<file path="config.mk">
export PLATFORM = sky130hd
export DESIGN_NAME = sram_init_ctrl
export DESIGN_NICKNAME = d
export VERILOG_FILES = /design/src/rtl/sic_pkg.sv /design/src/rtl/sic_chk.sv /design/src/rtl/sic_regs.sv /design/src/rtl/sic_seq.sv /design/src/rtl/sram_init_ctrl.sv
export SDC_FILE = /design/constraint.sdc
export NUM_CORES = 1
export LEC_CHECK = 0
export BUFFER_PORTS_ARGS = -buffer_cell sky130_fd_sc_hd__buf_2
export CORE_MARGIN = 4
export CORE_UTILIZATION = 42
export DETAILED_ROUTE_END_ITERATION = 6
export PLACE_DENSITY = 0.76
export SETUP_SLACK_MARGIN = 0.02
export SYNTH_ARGS = -nofsm -noshare
export SYNTH_HDL_FRONTEND = slang
export SYNTH_SLANG_ARGS = --single-unit
</file>
<file path="constraint.sdc">
create_clock -name clk -period 2.5 [get_ports clk]
set_clock_uncertainty 0.2 [all_clocks]
set_input_delay 0.25 -clock clk [delete_from_list [all_inputs] [get_ports clk]]
set_output_delay 0.25 -clock clk [all_outputs]
set_load 0.05 [all_outputs]
</file>
<file path="src/rtl/sic_pkg.sv">
package sic_pkg;
  localparam int unsigned CTRL_W = 32;

  typedef enum logic {
    SEQ_IDLE = 1'b0,
    SEQ_FILL = 1'b1
  } seq_st_e;
endpackage

</file>
<file path="src/rtl/sic_chk.sv">
module sic_chk #(
  parameter int unsigned DW = 32,
  parameter int unsigned AW = 4
) (
  input  logic [DW-1:0] data_i,
  input  logic [AW-1:0] addr_i,
  output logic [1:0]    chk_o
);
  localparam int unsigned HALF = DW / 2;

  logic addr_par;

  always_comb begin
    addr_par = ^addr_i;
    chk_o[0] = (^data_i[HALF-1:0]) ^ addr_par;
    chk_o[1] = (^data_i[DW-1:HALF]) ^ addr_par;
  end
endmodule

</file>
<file path="src/rtl/sic_regs.sv">
module sic_regs
  import sic_pkg::*;
#(
  parameter int unsigned NB = 8
) (
  input  logic              clk,
  input  logic              rst_n,
  input  logic              wr_en,
  input  logic [CTRL_W-1:0] wr_data,
  input  logic [NB-1:0]     own_i,
  input  logic [NB-1:0]     busy_i,
  output logic [NB-1:0]     test_o,
  output logic [NB-1:0]     trig_o,
  output logic [CTRL_W-1:0] rd_data
);
  logic [NB-1:0] test_q;
  logic [NB-1:0] test_d;
  logic [NB-1:0] wr_test;
  logic [NB-1:0] wr_trig;

  for (genvar n = 0; n < NB; n++) begin : g_fld
    assign wr_test[n]        = wr_data[2*n+1];
    assign wr_trig[n]        = wr_data[2*n];
    assign rd_data[2*n+1]    = test_q[n];
    assign rd_data[2*n]      = 1'b0;
  end
  if (2*NB < CTRL_W) begin : g_rsv
    assign rd_data[CTRL_W-1:2*NB] = '0;
  end

  always_comb begin
    test_d = test_q;
    if (wr_en) test_d = wr_test;
    trig_o = (wr_en ? wr_trig : '0) & own_i & ~busy_i;
  end

  always_ff @(posedge clk or negedge rst_n) begin
    if (!rst_n) test_q <= '0;
    else        test_q <= test_d;
  end

  assign test_o = test_q;
endmodule

</file>
<file path="src/rtl/sic_seq.sv">
module sic_seq
  import sic_pkg::*;
#(
  parameter int unsigned NB    = 8,
  parameter int unsigned DEPTH = 16,
  localparam int unsigned AW   = $clog2(DEPTH),
  localparam int unsigned BW   = $clog2(NB)
) (
  input  logic          clk,
  input  logic          rst_n,
  input  logic [NB-1:0] trig_i,
  output logic [NB-1:0] busy_o,
  output logic [NB-1:0] done_o,
  output logic          fill_we,
  output logic [BW-1:0] fill_blk,
  output logic [AW-1:0] fill_addr
);
  localparam logic [AW-1:0] LAST = AW'(DEPTH - 1);

  seq_st_e       st_q, st_d;
  logic [NB-1:0] pend_q, pend_d;
  logic [NB-1:0] done_q, done_d;
  logic [BW-1:0] cur_q, cur_d;
  logic [AW-1:0] addr_q, addr_d;
  logic [BW-1:0] low_blk;
  logic          low_hit;

  always_comb begin
    low_blk = '0;
    low_hit = 1'b0;
    for (int i = 0; i < NB; i++) begin
      if (pend_q[i] && !low_hit) begin
        low_blk = BW'(i);
        low_hit = 1'b1;
      end
    end
  end

  always_comb begin
    st_d    = st_q;
    pend_d  = pend_q | trig_i;
    done_d  = '0;
    cur_d   = cur_q;
    addr_d  = addr_q;
    fill_we = 1'b0;
    unique case (st_q)
      SEQ_IDLE: begin
        if (low_hit) begin
          st_d   = SEQ_FILL;
          cur_d  = low_blk;
          addr_d = '0;
        end
      end
      SEQ_FILL: begin
        fill_we = 1'b1;
        if (addr_q == LAST) begin
          pend_d[cur_q] = 1'b0;
          done_d[cur_q] = 1'b1;
          st_d          = SEQ_IDLE;
        end else begin
          addr_d = addr_q + 1'b1;
        end
      end
      default: st_d = SEQ_IDLE;
    endcase
  end

  always_ff @(posedge clk or negedge rst_n) begin
    if (!rst_n) begin
      st_q   <= SEQ_IDLE;
      pend_q <= '0;
      done_q <= '0;
      cur_q  <= '0;
      addr_q <= '0;
    end else begin
      st_q   <= st_d;
      pend_q <= pend_d;
      done_q <= done_d;
      cur_q  <= cur_d;
      addr_q <= addr_d;
    end
  end

  assign busy_o    = pend_q;
  assign done_o    = done_q;
  assign fill_blk  = cur_q;
  assign fill_addr = addr_q;
endmodule

</file>
<file path="src/rtl/sram_init_ctrl.sv">
module sram_init_ctrl
  import sic_pkg::*;
#(
  parameter int unsigned NB    = 8,
  parameter int unsigned DEPTH = 16,
  parameter int unsigned DW    = 32,
  localparam int unsigned AW   = $clog2(DEPTH),
  localparam int unsigned BW   = $clog2(NB)
) (
  input  logic              clk,
  input  logic              rst_n,
  input  logic              reg_wr_en,
  input  logic [CTRL_W-1:0] reg_wr_data,
  output logic [CTRL_W-1:0] reg_rd_data,
  input  logic [NB-1:0]     own_i,
  input  logic              hst_we,
  input  logic [BW-1:0]     hst_blk,
  input  logic [AW-1:0]     hst_addr,
  input  logic [DW-1:0]     hst_wdata,
  output logic              ram_we,
  output logic [BW-1:0]     ram_blk,
  output logic [AW-1:0]     ram_addr,
  output logic [DW-1:0]     ram_wdata,
  output logic [1:0]        ram_chk,
  output logic              ram_chk_en,
  output logic [NB-1:0]     busy_o,
  output logic [NB-1:0]     done_o
);
  // reset: asserted asynchronously, released on the clock
  logic [1:0] rst_sync_q;
  logic       rst_i_n;

  always_ff @(posedge clk or negedge rst_n) begin
    if (!rst_n) rst_sync_q <= 2'b00;
    else        rst_sync_q <= {rst_sync_q[0], 1'b1};
  end
  assign rst_i_n = rst_sync_q[1];

  logic [NB-1:0] test_en;
  logic [NB-1:0] trig;
  logic          fill_we;
  logic [BW-1:0] fill_blk;
  logic [AW-1:0] fill_addr;

  sic_regs #(.NB(NB)) u_regs (
    .clk     (clk),
    .rst_n   (rst_i_n),
    .wr_en   (reg_wr_en),
    .wr_data (reg_wr_data),
    .own_i   (own_i),
    .busy_i  (busy_o),
    .test_o  (test_en),
    .trig_o  (trig),
    .rd_data (reg_rd_data)
  );

  sic_seq #(.NB(NB), .DEPTH(DEPTH)) u_seq (
    .clk       (clk),
    .rst_n     (rst_i_n),
    .trig_i    (trig),
    .busy_o    (busy_o),
    .done_o    (done_o),
    .fill_we   (fill_we),
    .fill_blk  (fill_blk),
    .fill_addr (fill_addr)
  );

  // port source select: fill wins, host only when the fill is silent
  logic          host_ok;
  logic          bypass;
  logic [BW-1:0] sel_blk;
  logic [AW-1:0] sel_addr;
  logic [DW-1:0] sel_data;
  logic [1:0]    sel_chk;

  always_comb begin
    host_ok  = hst_we && !fill_we;
    sel_blk  = fill_we ? fill_blk  : hst_blk;
    sel_addr = fill_we ? fill_addr : hst_addr;
    sel_data = fill_we ? '0        : hst_wdata;
    bypass   = !fill_we && test_en[hst_blk] && own_i[hst_blk];
  end

  sic_chk #(.DW(DW), .AW(AW)) u_chk (
    .data_i (sel_data),
    .addr_i (sel_addr),
    .chk_o  (sel_chk)
  );

  logic          we_d;
  logic          we_q;
  logic          cen_d, cen_q;
  logic [BW-1:0] blk_q;
  logic [AW-1:0] addr_q;
  logic [DW-1:0] data_q;
  logic [1:0]    chk_d, chk_q;
  logic          load;

  always_comb begin
    we_d  = fill_we || host_ok;
    load  = we_d;
    cen_d = !bypass;
    chk_d = bypass ? 2'b00 : sel_chk;
  end

  always_ff @(posedge clk or negedge rst_i_n) begin
    if (!rst_i_n) we_q <= 1'b0;
    else          we_q <= we_d;
  end

  always_ff @(posedge clk or negedge rst_i_n) begin
    if (!rst_i_n) begin
      blk_q  <= '0;
      addr_q <= '0;
      data_q <= '0;
      chk_q  <= '0;
      cen_q  <= 1'b0;
    end else if (load) begin
      blk_q  <= sel_blk;
      addr_q <= sel_addr;
      data_q <= sel_data;
      chk_q  <= chk_d;
      cen_q  <= cen_d;
    end
  end

  assign ram_we     = we_q;
  assign ram_blk    = blk_q;
  assign ram_addr   = addr_q;
  assign ram_wdata  = data_q;
  assign ram_chk    = chk_q;
  assign ram_chk_en = cen_q;
endmodule

</file>
After elaboration in Yosys (flattened, before gate mapping)
Cells that the tools add are included.
{"block": "word_totals", "inputBits": 83, "out_inout_bits": 91, "register_bits": 77, "wordCells": 92}
{"block": "op_classes", "eq_ne": 3, "muxes": 37, "n_reduce_logical": 26, "magnitude_cmp": 3, "add_sub_neg": 1, "n_bitwise": 9}
{"operator": "$mux 8", "n": 5}
{"operator": "$mux 32", "n": 1}
{"operator": "$reduce_xor 16->1", "n": 2}
{"operator": "$and 8x8->8", "n": 3}
{"operator": "$mux 3", "n": 7}
{"operator": "$not 8->8", "n": 2}
{"operator": "$mux 1", "n": 15}
{"operator": "$mux 4", "n": 3}
{"operator": "$logic_and 1x1->1", "n": 11}
{"operator": "$logic_not 1->1", "n": 9}
{"operator": "$lt 3x4->1 const B", "n": 2}
{"operator": "$or 8x8->8", "n": 1}
{"operator": "$pmux 4 s2", "n": 1}
{"operator": "$bmux 1 s3", "n": 2}
{"operator": "$add 4x1->4 const B", "n": 1}
{"operator": "$eq 4x4->1 const B", "n": 1}
{"operator": "$reduce_and 2->1", "n": 2}
{"operator": "$reduce_xor 4->1", "n": 1}
{"operator": "$demux 1 s3", "n": 1}
{"operator": "$ge 3x1->1 const B", "n": 1}
{"operator": "$mux 2", "n": 1}
{"operator": "$ne 2x1->1 const B", "n": 1}
{"operator": "$ne 2x2->1 const B", "n": 1}
{"operator": "$pmux 1 s2", "n": 1}
{"operator": "other kinds (3)", "n": 4}

Longest topological paths before layout
{"block": "depth", "ltp_word": 24, "mapped_depth": 7, "mapped_depth_nobuf": 6}

Modules after synthesis
A second synthesis with hierarchy kept.
{"block": "unflattened", "hier_cells": 372, "hier_area_um2": 4075.2}
{"module": "sram_init_ctrl", "n_inst": 1, "area_each_um2": 2133.3, "cells_each": 194, "seq_area_each_um2": 1126.1}
{"module": "sic_seq", "n_inst": 1, "area_each_um2": 968.4, "cells_each": 86, "seq_area_each_um2": 600.6}
{"module": "sic_regs", "n_inst": 1, "area_each_um2": 656.9, "cells_each": 59, "seq_area_each_um2": 200.2}
{"module": "sic_chk", "n_inst": 1, "area_each_um2": 316.6, "cells_each": 33, "seq_area_each_um2": 0.0}

Worst setup path after synthesis
No wires, ideal clock.
{"block": "synth_path", "path_kind": "reg2reg", "startpoint": "register u_seq.pend_q[3], in the netlist u_seq.busy_o[3]", "endpoint": "register u_seq.addr_q[2], in the netlist u_seq.fill_addr[2]", "setup_slack_ns": 0.567, "path_stages_with_launch": 6, "t_arrival_ns": 1.657, "path_buffers": 0, "period_less_slack_ns": 1.933, "t_required_ns": 2.224, "path_cell_list": "dfrtp_1 -> nor4_1 -> a31oi_1 -> a21oi_1 -> inv_1 -> o21ai_1"}
{"block": "synth_via", "elab_chain_len": 16}
{"item": "start: declaration", "line": "sic_seq.sv:21", "text": "logic [NB-1:0] pend_q, pend_d;"}
{"item": "start signal: assignment", "line": "sic_seq.sv:77", "text": "pend_q <= pend_d;"}
{"item": "$logic_and 1x1->1 *", "line": "sic_seq.sv:32", "text": "if (pend_q[i] && !low_hit) begin"}
{"item": "$mux 1 *", "line": "sic_seq.sv:32"}
{"item": "$logic_not 1->1", "line": "sic_seq.sv:32"}
{"item": "$logic_and 1x1->1", "line": "sic_seq.sv:32"}
{"item": "$mux 1 *", "line": "sic_seq.sv:32"}
{"item": "$logic_not 1->1", "line": "sic_seq.sv:32"}
{"item": "$logic_and 1x1->1", "line": "sic_seq.sv:32"}
{"item": "$mux 1 *", "line": "sic_seq.sv:32"}
{"item": "$logic_not 1->1", "line": "sic_seq.sv:32"}
{"item": "$logic_and 1x1->1", "line": "sic_seq.sv:32"}
{"item": "$mux 1 *", "line": "sic_seq.sv:32"}
{"item": "$logic_not 1->1", "line": "sic_seq.sv:32"}
{"item": "$logic_and 1x1->1", "line": "sic_seq.sv:32"}
{"item": "$mux 1 *", "line": "sic_seq.sv:32"}
{"item": "$ne 2x1->1 (no line) *"}
{"item": "$reduce_and 2->1 (no line) *"}
{"item": "end signal: assignment", "line": "sic_seq.sv:80", "text": "addr_q <= addr_d;"}
{"item": "end: declaration", "line": "sic_seq.sv:24", "text": "logic [AW-1:0] addr_q, addr_d;"}
Every way passes the cells marked *; elsewhere a longest branch is shown, timed or not.
A chain may end at the register's enable or synchronous reset.

Final worst setup path
Ends and elaborated chain as after synthesis.

==> impl_metrics.tcl <==
set metrics [dict create \
    die_h_um 102 \
    netlist.area_leader.share_pct 52.3 \
    timing.rr.start "u_seq.busy_o[3]$_DFF_PN0_" \
    pre_cts_slack_ns 0.454 \
    fp.dieW_um 102 \
    core_um2 8380 \
    area_growth_syn_to_layout_pct 37.0 \
    ys_ff_latch 77 \
    dp_hpwl_mm 6.64 \
    slew_headroom_pct 60.2 \
    p_leak_nw 2.54 \
    cpPeakStageDelay_ns 0.52 \
    r2r_end "u_seq.fill_addr[2]$_DFFE_PN0P_" \
    cp_cell_sequence "nor4_1 -> a31oi_1 -> a21oi_1 -> inv_1 -> o21ai_1" \
    crit_path_top_delay_cell "nor4_1" \
    maxCapViolCount 0 \
    hold_end "ram_wdata[9]$_DFFE_PN0P_" \
    antenna_found_initial 0 \
    worstRegToRegCells 5 \
    gp_congestion 0.901 \
    fp-row-count 33 \
    pin_count 174 \
    whs_ns 0.0112 \
    grt_max_degree 48 \
    hold_path.class "in2reg" \
    fin_setup_tns_ns 0 \
    placed_area_um2 4350 \
    grt_pass1_wl_mm 15.4 \
    vias 3057 \
    initial_utilization_pct 43.9 \
    root_buffer "clkbuf_8" \
    setup_ws_ns 0.428 \
    min_path_cells 3 \
    outcome "complete, no violations" \
    clock_path_buffers 2 \
    grt_usage_pct 19.0 \
    syn_area_um2 3680 \
    cp_max_fo 5 \
    synth.top_cells.by_area "dfrtp_1, mux2i_1, xnor2_1, nor2_1, buf_4" \
    finalHoldViolCount 0 \
    layout.nets 604 \
    avgRoutedWirePerCell_um 15.4 \
    r2r_slack_ns 0.43 \
    cp.arrival_ns 2.12 \
    synth.distinct_cells 34 \
    fin_crit_ns 2.07 \
    total_power_mw 2.99 \
    required_ns 2.55 \
    dr.pass1.iters 4 \
    slew_viol_final 0 \
    worstSetupEndpointType "flip-flop" \
    critPathLaunchType "flip-flop" \
    syn-instance-count 339 \
    report.final.setup_viol 0 \
    timing.fmax_mhz 483 \
    fp.dieArea_um2 10300 \
    drc_errors 0 \
    drive_gt1_share_pct 31.4 \
    layout.cells.non_filler 630 \
    placedCellCount 566 \
    postCtsSetupBuffers 0 \
    via_per_inst 4.85 \
    period_share_pct 82.9 \
    rsz0062_at_grt "false" \
    clkTransAtPathRegs_ns 0.09 \
    worstHoldStart "hst_wdata[9]" \
    grt.overflow.total 0 \
    antennaDiodeCount 0 \
    cts_sinks 77 \
    synth_flop_cell "dfrtp_1" \
    avgSynthCellArea_um2 10.9 \
    final_util_pct 60.2 \
    cts_tree "done" \
    numCtsBuffers 9 \
    powerDensity_nw_per_um2 593 \
    yosysWarningCount 0 \
    clkLatencyLatePin_ns 0.34 \
    worstMarginPinSlew_ns 0.597 \
    seq_area_frac_synth_pct 52.3 \
    totalWireLength_mm 9.69 \
    synth_area_leader_cell "dfrtp_1" \
    htreeDepth 3 \
    postRouteAntennaNets 0 \
    synthArstFlopShare_pct 100 \
    port_buffers 133 \
    max-vdd-ir-drop_v 0.000395 \
    drt_iter0_markers 100 \
    grt_pass1_vias 3251 \
    synth_enable_flop_cells 0 \
    final_area_um2 5050 \
    critical_path_class "reg2reg" \
]
## how the worst max path moves through the flow
stage	slack, ns	start	endpoint
after floorplan	0.57	u_seq.busy_o[3]$_DFF_PN0_	u_seq.fill_addr[2]$_DFFE_PN0P_
after global placement	0.49	u_seq.fill_addr[2]$_DFFE_PN0P_	ram_chk[0]$_DFFE_PN0P_
after detailed placement	0.45	u_seq.fill_addr[2]$_DFFE_PN0P_	ram_chk[0]$_DFFE_PN0P_
after CTS	0.40	u_seq.fill_addr[0]$_DFFE_PN0P_	ram_chk[0]$_DFFE_PN0P_
after global routing	0.29	u_seq.busy_o[3]$_DFF_PN0_	u_seq.fill_addr[2]$_DFFE_PN0P_
final	0.43	u_seq.busy_o[3]$_DFF_PN0_	u_seq.fill_addr[2]$_DFFE_PN0P_
## registers in the layout (all words and copies together) (netlist names), 3 cells and up
signal	cells
u_seq.busy_o	8
ram_blk	3
u_seq.done_o	8
u_seq.fill_blk	3
ram_addr	4
ram_wdata	32
u_regs.test_o	8
u_seq.fill_addr	4
## layout by cell type, fill, tap and decap left out, types with 7 or more instances in the layout
| master | instances |
|---|---|
| buf_2 | 133 |
| dfrtp_1 | 75 |
| nor2_1 | 54 |
| dlygate4sd3_1 | 48 |
| mux2i_1 | 39 |
| xnor2_1 | 31 |
| conb_1 | 25 |
| nand2_1 | 16 |
| o21ai_0 | 14 |
| nand3_1 | 9 |
| a21oi_1 | 9 |
| clkbuf_8 | 9 |
| mux2_2 | 8 |
| a31oi_1 | 7 |
## layer usage
| metal | up-vias | part of all wire [%] | GRT usage, % |
|---|---|---|---|
| met5 | - | 0 | 0 |
| li1 | 1457 | - | - |
| met1 | 1447 | 40 | 22.4 |
| met4 | 0 | 2.6 | 8.49 |
| met2 | 130 | 51 | 33.1 |
| met3 | 23 | 7.0 | 4.34 |
## power breakdown
group	switching (mW)	internal [mW]	leakage, nW
registers	0.0682	1.29	0.976
clock network	0.450	0.561	0.0985
logic	0.381	0.237	1.47
## cell families after synthesis
kind of cell,synth area share [%]
adders and majority gates,0.340
and+or+nand+nor,10.1
AOI/OAI and AO/OA,6.83
buffers and inverters,7.85
other,0.204
DFF,52.3
muxes,13.0
xor gates and xnor gates,9.31
## synthesized netlist by cell type, types with 2 or more instances
master / n
a21oi_1: 9
a22o_1: 2
a31oi_1: 7
buf_1: 2
buf_4: 25
clkbuf_1: 10
conb_1: 2
dfrtp_1: 77
inv_1: 6
mux2_2: 8
mux2i_1: 39
nand2_1: 16
nand2b_1: 2
nand3_1: 9
nand3b_1: 2
nor2_1: 54
nor3_1: 4
o21ai_0: 14
o22a_1: 3
xnor2_1: 31
xnor3_1: 2
xor2_1: 3
## critical path: cells and delay by family (launching register included)
| kind | cells | cell delay (ns) |
|---|---|---|
| AOI/OAI and AO/OA | 3 | 0.72 |
| buffers and inverters | 1 | 0.09 |
| and+or+nand+nor | 1 | 0.52 |
| DFF | 1 | 0.45 |
## what timing repair did
item / in CTS / in global routing
gates resized for setup: 0 / 0
hold endpoints to repair: 43 / 0
hold buffers: 48 / 0
## cell type report
cell class                      count  area (µm²)
Multi-Input combinational cell    239        1550
Clock buffer                       10         128
Fill cell                         671        3340
Tap cell                          105         131
Inverter                            6        22.5
Sequential cell                    77        1930
Timing Repair Buffer              187        1190
Clock inverter                      6        87.6
Note: power is estimated with default switching activity, not from simulation.
